===== src/rtl/insn_form_pkg.sv =====
package insn_form_pkg;
  parameter int WORD_W   = 16;
  parameter int OP_W     = 8;
  parameter int RIDX_W   = 4;
  parameter int IMM_W    = 8;
  parameter int COND_W   = 4;
  parameter int OFFS_W   = 10;
  parameter int LEN_W    = 3;
  parameter int SUB2_W   = 2;
  parameter int LAST_OP  = 8'h39;
  parameter int HOLE_LO  = 8'h0F;
  parameter int HOLE_HI  = 8'h18;
  parameter int NUM_COND = 10;
  parameter int LEN_SHORT = 2;
  parameter int LEN_LONG  = 6;

  typedef enum logic [1:0] {
    FORM_NONE   = 2'd0,
    FORM_REG    = 2'd1,
    FORM_SHORT  = 2'd2,
    FORM_BRANCH = 2'd3
  } form_e;

  typedef struct packed {
    form_e               form;
    logic [OP_W-1:0]     op;
    logic [RIDX_W-1:0]   ra;
    logic [RIDX_W-1:0]   rb;
    logic [IMM_W-1:0]    imm;
    logic [COND_W-1:0]   cond;
    logic [OFFS_W-1:0]   offs;
  } fields_t;

  typedef struct packed {
    fields_t             f;
    logic [LEN_W-1:0]    len;
    logic                illegal;
    logic                we;
  } decoded_t;
endpackage


===== src/rtl/insn_form_split.sv =====
module insn_form_split
  import insn_form_pkg::*;
(
  input  logic [WORD_W-1:0] word,
  output fields_t           fields
);
  localparam int TOP = WORD_W - 1;

  always_comb begin
    fields      = '0;
    fields.imm  = word[IMM_W-1:0];
    fields.cond = word[OFFS_W+COND_W-1:OFFS_W];
    fields.offs = word[OFFS_W-1:0];
    if (!word[TOP]) begin
      fields.form = FORM_REG;
      fields.op   = word[TOP:TOP-OP_W+1];
      fields.ra   = word[2*RIDX_W-1:RIDX_W];
      fields.rb   = word[RIDX_W-1:0];
    end else if (!word[TOP-1]) begin
      fields.form = FORM_SHORT;
      fields.op   = {{(OP_W-SUB2_W){1'b0}}, word[TOP-2:TOP-1-SUB2_W]};
      fields.ra   = word[IMM_W+RIDX_W-1:IMM_W];
    end else begin
      fields.form = FORM_BRANCH;
    end
  end
endmodule


===== src/rtl/insn_form_class.sv =====
module insn_form_class
  import insn_form_pkg::*;
(
  input  fields_t          fields,
  output logic [LEN_W-1:0] len,
  output logic             illegal,
  output logic             we
);
  logic long_f1, we_f1, bad_f1;

  always_comb begin
    bad_f1 = (fields.op >= OP_W'(HOLE_LO) && fields.op <= OP_W'(HOLE_HI))
          || (fields.op > OP_W'(LAST_OP));
    unique case (fields.op)
      8'h01, 8'h03, 8'h08, 8'h09, 8'h0C, 8'h0D, 8'h1A, 8'h1B, 8'h1D,
      8'h1F, 8'h20, 8'h22, 8'h24, 8'h30, 8'h36, 8'h37, 8'h38, 8'h39:
        long_f1 = 1'b1;
      default: long_f1 = 1'b0;
    endcase
    unique case (fields.op)
      8'h01, 8'h02, 8'h05, 8'h08, 8'h0A, 8'h0C, 8'h1B, 8'h1C, 8'h1D,
      8'h20, 8'h21, 8'h22, 8'h26, 8'h27, 8'h28, 8'h29, 8'h2A, 8'h2B,
      8'h2C, 8'h2D, 8'h2E, 8'h2F, 8'h31, 8'h32, 8'h33, 8'h34, 8'h36,
      8'h38:
        we_f1 = 1'b1;
      default: we_f1 = 1'b0;
    endcase
  end

  always_comb begin
    len     = LEN_W'(LEN_SHORT);
    illegal = 1'b0;
    we      = 1'b0;
    unique case (fields.form)
      FORM_REG: begin
        illegal = bad_f1;
        we      = we_f1 && !bad_f1;
        if (long_f1) len = LEN_W'(LEN_LONG);
      end
      FORM_SHORT: begin
        we = (fields.op[SUB2_W-1:0] != 2'd3);
      end
      FORM_BRANCH: begin
        illegal = (fields.cond >= COND_W'(NUM_COND));
      end
      default: illegal = 1'b1;
    endcase
  end
endmodule


===== src/rtl/insn_form_stage.sv =====
module insn_form_stage
  import insn_form_pkg::*;
(
  input  logic     clk,
  input  logic     rst,
  input  logic     in_valid,
  output logic     in_ready,
  input  decoded_t in_data,
  output logic     out_valid,
  input  logic     out_ready,
  output decoded_t out_data
);
  assign in_ready = !out_valid || out_ready;

  always_ff @(posedge clk) begin
    if (rst) begin
      out_valid <= 1'b0;
      out_data  <= '0;
      out_data.len <= LEN_W'(LEN_SHORT);
    end else if (in_ready) begin
      out_valid <= in_valid;
      if (in_valid) out_data <= in_data;
    end
  end
endmodule


===== src/rtl/insn_form_decoder.sv =====
module insn_form_decoder
  import insn_form_pkg::*;
(
  input  logic        clk,
  input  logic        rst,
  input  logic        in_valid,
  output logic        in_ready,
  input  logic [15:0] in_word,
  output logic        out_valid,
  input  logic        out_ready,
  output logic [1:0]  out_fmt,
  output logic [7:0]  out_op,
  output logic [3:0]  out_ra,
  output logic [3:0]  out_rb,
  output logic [7:0]  out_imm8,
  output logic [3:0]  out_cond,
  output logic [9:0]  out_offs,
  output logic [2:0]  out_len,
  output logic        out_illegal,
  output logic        out_we
);
  fields_t  fld;
  decoded_t dec, held;

  insn_form_split u_split (.word(in_word), .fields(fld));

  insn_form_class u_class (
    .fields(fld), .len(dec.len), .illegal(dec.illegal), .we(dec.we)
  );
  assign dec.f = fld;

  insn_form_stage u_stage (
    .clk(clk), .rst(rst),
    .in_valid(in_valid), .in_ready(in_ready), .in_data(dec),
    .out_valid(out_valid), .out_ready(out_ready), .out_data(held)
  );

  assign out_fmt     = held.f.form;
  assign out_op      = held.f.op;
  assign out_ra      = held.f.ra;
  assign out_rb      = held.f.rb;
  assign out_imm8    = held.f.imm;
  assign out_cond    = held.f.cond;
  assign out_offs    = held.f.offs;
  assign out_len     = held.len;
  assign out_illegal = held.illegal;
  assign out_we      = held.we;
endmodule


===== config.mk =====
export PLATFORM = sky130hd
export DESIGN_NAME = insn_form_decoder
export DESIGN_NICKNAME = d
export VERILOG_FILES = /design/src/rtl/insn_form_pkg.sv /design/src/rtl/insn_form_split.sv /design/src/rtl/insn_form_class.sv /design/src/rtl/insn_form_stage.sv /design/src/rtl/insn_form_decoder.sv
export SDC_FILE = /design/constraint.sdc
export NUM_CORES = 1
export LEC_CHECK = 0
export BUFFER_PORTS_ARGS = -buffer_cell sky130_fd_sc_hd__buf_2
export CORE_ASPECT_RATIO = 1.2
export CORE_MARGIN = 2
export CORE_UTILIZATION = 53
export CTS_CLUSTER_DIAMETER = 60
export DETAILED_ROUTE_END_ITERATION = 10
export PLACE_DENSITY = 0.95
export REMOVE_ABC_BUFFERS = 1
export SETUP_SLACK_MARGIN = 0.4
export SLEW_MARGIN = 20
export SYNTH_ARGS = -nofsm -noshare
export SYNTH_HDL_FRONTEND = slang
export SYNTH_SLANG_ARGS = --single-unit

===== constraint.sdc =====
create_clock -name clk -period 3.55 [get_ports clk]
set_input_delay 0.8875 -clock clk [delete_from_list [all_inputs] [get_ports clk]]
set_output_delay 0.8875 -clock clk [all_outputs]
set_load 0.01 [all_outputs]

==> results summary <==
Counting flops with an async set or reset pin after synthesis yields a share of 0. At the end of the flow the core is filled with cells to 0.6278. The number of rows in the core area is 23. The count of final max-slew check failures was 0.

Yosys attributes the largest share of cell area to sky130_fd_sc_hd__dfxtp_1 (38%), sky130_fd_sc_hd__nand2_1 (8.4%), sky130_fd_sc_hd__a21oi_1 (7.6%). At the worst endpoint, the required time is 3710 ps. Yosys instantiated no cell more often than sky130_fd_sc_hd__nand2_1. TritonCTS built the clock tree. The die outline width came out at 57.72 um.

The number of maximum-capacitance violations is 0. The global placer's final weighted congestion is 0.9166. Using the TritonRoute via totals, the vias-per-cell ratio works out to 5.597. The global routing met3 resource utilization came out at 0.06238. The fraction of post-synthesis cell area in the top cell type by area is 0.3817. After synthesis, the largest family of logic cells by area is simple AND/OR/NAND/NOR gates. The number of antenna violations at the first check in global routing is 0. The sum of buffers and inverters on the critical path is 2.

The first TritonRoute pass finished after 5 iterations. The die is 68.47 um tall. Clock skew on the completed layout was measured at 2.420 ps. Summing all flip-flop and latch instances after layout gives 700.7 sq um.

The final worst-path setup slack is 921.4 ps. The total DRC errors in the routed layout is 0. The min-delay analysis places its worst path in the category reg -> reg. The post-placement cell count came out at 300. The critical path in this run is classified as in -> reg. The layer with the highest usage after global routing is met2. In the global route stage, met2 resource usage came out at 0.3636.

The relative area change from synthesis to final layout is 14.18%. In this run the count of I/O pins placed on the die edge is 67. Counting the fill cells in the layout gives 295. In this run, distinct cell masters in the synthesized netlist total 49. The adder-cell share of the synthesized area came out at 0.006817.

Of the available clock period, the critical path in the final layout requires 0.7404. The count of cells along the worst hold path is 2. The root cell of the clock tree is sky130_fd_sc_hd__clkbuf_8. The remaining antenna violation count after routing came out at 0. The final number of hold-violating endpoints is 0. The maximum frequency from static timing analysis came out at 380.4 MHz. The initial utilization of the core area, before any placement, comes to 0.5498.

The prevailing post-synth register cell is sky130_fd_sc_hd__dfxtp_1. Walking the worst path, the cells encountered are buf_2, inv_1, a22o_4, ha_1, o2bb2ai_1, a221o_1, a31oi_1, a311oi_2. Buffers added to address setup during post-CTS repair amount to 0. The commonest cells after synthesis are sky130_fd_sc_hd__nand2_1 (41), sky130_fd_sc_hd__dfxtp_1 (35), sky130_fd_sc_hd__a21oi_1 (28). The fraction of layout instances using a drive strength above 1 is 0.3063. The detail-routed net length per standard cell came out at 13.20 um. The post-cts repair resize count came out at 0.

The XOR/XNOR share of the synthesized area is 0. The number of buffers added to fix hold violations after cts came out at 0. The final layout contains routed wiring with a total length of 4067 um. Excluding fillers, the count of instances in the completed layout stands at 308.

The count of nets after finishing is 291. The half-perimeter wire length after placement is 2780 um. The repair_antennas step left the layout with diodes totalling 0.

The core region area came out at 3338 sq um. The delay of the slowest critical-path stage is 350 ps. The clock-pin transition on the worst setup and hold timing paths is 60 ps. The portion of synthesized area spent on multiplexers is 0.005453.

The run finished with clean final reports. The power per cell area came out at 430.7 nW/um^2. The number of DRC violations after detailed-routing iteration 0 is 126. The count of synthesis-stage warnings from yosys is 0. The register bit total from synthesis came out at 35. The final critical-path required period is 2629 ps.

The actual slew at the worst max-slew pin is 876.2 ps. For the worst setup path, the data arrival time is 2790 ps. The maximum buffer depth of the clock tree is 2.

The via count of the first global-routing pass is 1,521. The number of port buffers is 63. The worst slew margin relative to its limit is 0.4159. The overall via count from detail_route came out at 1,724.

Of the total synthesized cell area, the portion taken by AND, OR, NAND and NOR gates is 0.2481. The slowest stage of the critical path belongs to the cell sky130_fd_sc_hd__a22o_4. The worst ir drop on vdd came out at 0.3579 mV.

For this run, the register share of the synthesized area comes to 0.3817. The combined global-route utilization of all metal layers is 0.2119. The highest fanout seen on the critical path came out at 21. The synthesized design spends more area on one cell type than any other, namely sky130_fd_sc_hd__dfxtp_1. The wire length of the first global-routing pass is 6527 um. The worst reg-to-reg path cell count came out at 5. Broken down by cell family, the worst path's largest delay share belongs to compound AO/OA/AOI/OAI gates. The setup slack after placement came out at 646.0 ps. The number of enable-type register cells in the synthesized netlist came out at 0. Setup repair after global routing left no endpoint under its margin. The number of sinks handled by clock tree synthesis came out at 35. The setup total negative slack came out at 0 ps. The standby leakage power is 0.9844 nW. Entering global routing, the biggest net connects 37 pins.

The critical path crosses 8 cells after its start point. The die footprint came out at 3952 sq um. The total power consumption of the routed design is 0.0009027 W. Summing all multi-input logic gate instances after layout gives 903.4 sq um. The global-route congestion overflow total came out at 0.

The share of the synthesized area in compound gates (AO/OA/AOI/OAI) came to 0.2256. Counting the buffers created by CTS gives 5. The final number of setup-violating endpoints is 0.

In the synthesized netlist, the number of instances is 229. The clock insertion delay at the later pin of the skew report is 280 ps. STA classifies the critical path startpoint as a primary input. The total number of H-tree levels is 2. The mapped netlist covers 1836 sq um. In the global route stage, met1 resource usage came out at 0.2488. The worst setup path is captured at a flip-flop. After synthesis, the mean cell area works out to 8.015 sq um.
state kept, by name (all words and copies together) (netlist names):
signal and count:
u_stage.out_data 34, u_stage.out_valid 1
per-layer routing:
metal	routed length, um	up-vias	part of all wire
met5	0	-	0
met4	65	0	0.016
met3	366	8	0.090
met2	1924	91	0.47
met1	1711	773	0.42
li1	-	852	-
path summary, 6_finish.rpt:
kind                                     startpoint                                end  slack [ps]
setup / recovery                        in_word[15]   u_stage.out_data[0]$_SDFFE_PP0P_         920
hold / removal    u_stage.out_data[37]$_SDFFE_PP0P_  u_stage.out_data[37]$_SDFFE_PP0P_         450
setup reg to reg     u_stage.out_valid$_SDFFE_PP0N_  u_stage.out_data[34]$_SDFFE_PP0P_        1780
hold reg to reg   u_stage.out_data[37]$_SDFFE_PP0P_  u_stage.out_data[37]$_SDFFE_PP0P_         450
power by group:
group / internal [W] / switching [W] / total [W]
Combinational: 0.0000658 / 0.000103 / 0.000169
Sequential: 0.000416 / 0.0000114 / 0.000427
Clock: 0.000177 / 0.000130 / 0.000306
Total: 0.000659 / 0.000244 / 0.000903
tightest hold or removal path, cell delays in order, from the launching register on:
cell                      delay (ps)
sky130_fd_sc_hd__dfxtp_1         310
sky130_fd_sc_hd__nand2_1          50
sky130_fd_sc_hd__a21oi_1          50
logic make-up (layout without fill, tap and decap cells):
group                      count (synthesis)  after routing
DFF                                       35             35
muxes                                      1              1
and+or+nand+nor                           93             93
AOI/OAI and AO/OA                         61             61
buffers and inverters                     36             77
other                                      2              3
adders and majority gates                  1              1
layout make-up:
class	instances	share of cell area
inverter	4	0.007164
multi-input combinational	159	0.4310
sequential	35	0.3343
clock buffer	8	0.04776
timing repair buffer	65	0.1576
tap	37	0.02209
per-stage QoR:
stage	hold slack [ps]	instance area (sq um)
3_5_place_dp	446.9	1996
5_1_grt	475.7	2096
4_1_cts	456.1	2096
2_1_floorplan	474.5	1619
6_report	453.3	2096
3_3_place_gp	440.9	1996
cell usage in the layout (no fill, tap or decap), types with 2 or more instances in the layout:
cell,Yosys,layout
sky130_fd_sc_hd__a2bb2oi_1,3,3
sky130_fd_sc_hd__a31oi_1,4,4
sky130_fd_sc_hd__nand3b_1,3,3
sky130_fd_sc_hd__dfxtp_1,35,35
sky130_fd_sc_hd__nor2_1,21,21
sky130_fd_sc_hd__conb_1,2,3
sky130_fd_sc_hd__nand2b_1,5,5
sky130_fd_sc_hd__a21oi_1,28,28
sky130_fd_sc_hd__clkbuf_8,0,7
sky130_fd_sc_hd__buf_2,7,63
sky130_fd_sc_hd__o21ai_1,3,3
sky130_fd_sc_hd__nand3_1,2,2
sky130_fd_sc_hd__and3_1,5,5
sky130_fd_sc_hd__inv_1,4,4
sky130_fd_sc_hd__a211oi_1,7,7
sky130_fd_sc_hd__and2b_2,2,2
sky130_fd_sc_hd__buf_4,12,2
sky130_fd_sc_hd__nor3_1,5,5
sky130_fd_sc_hd__nand2_1,41,41
Note: power is estimated with default switching activity, not from simulation.
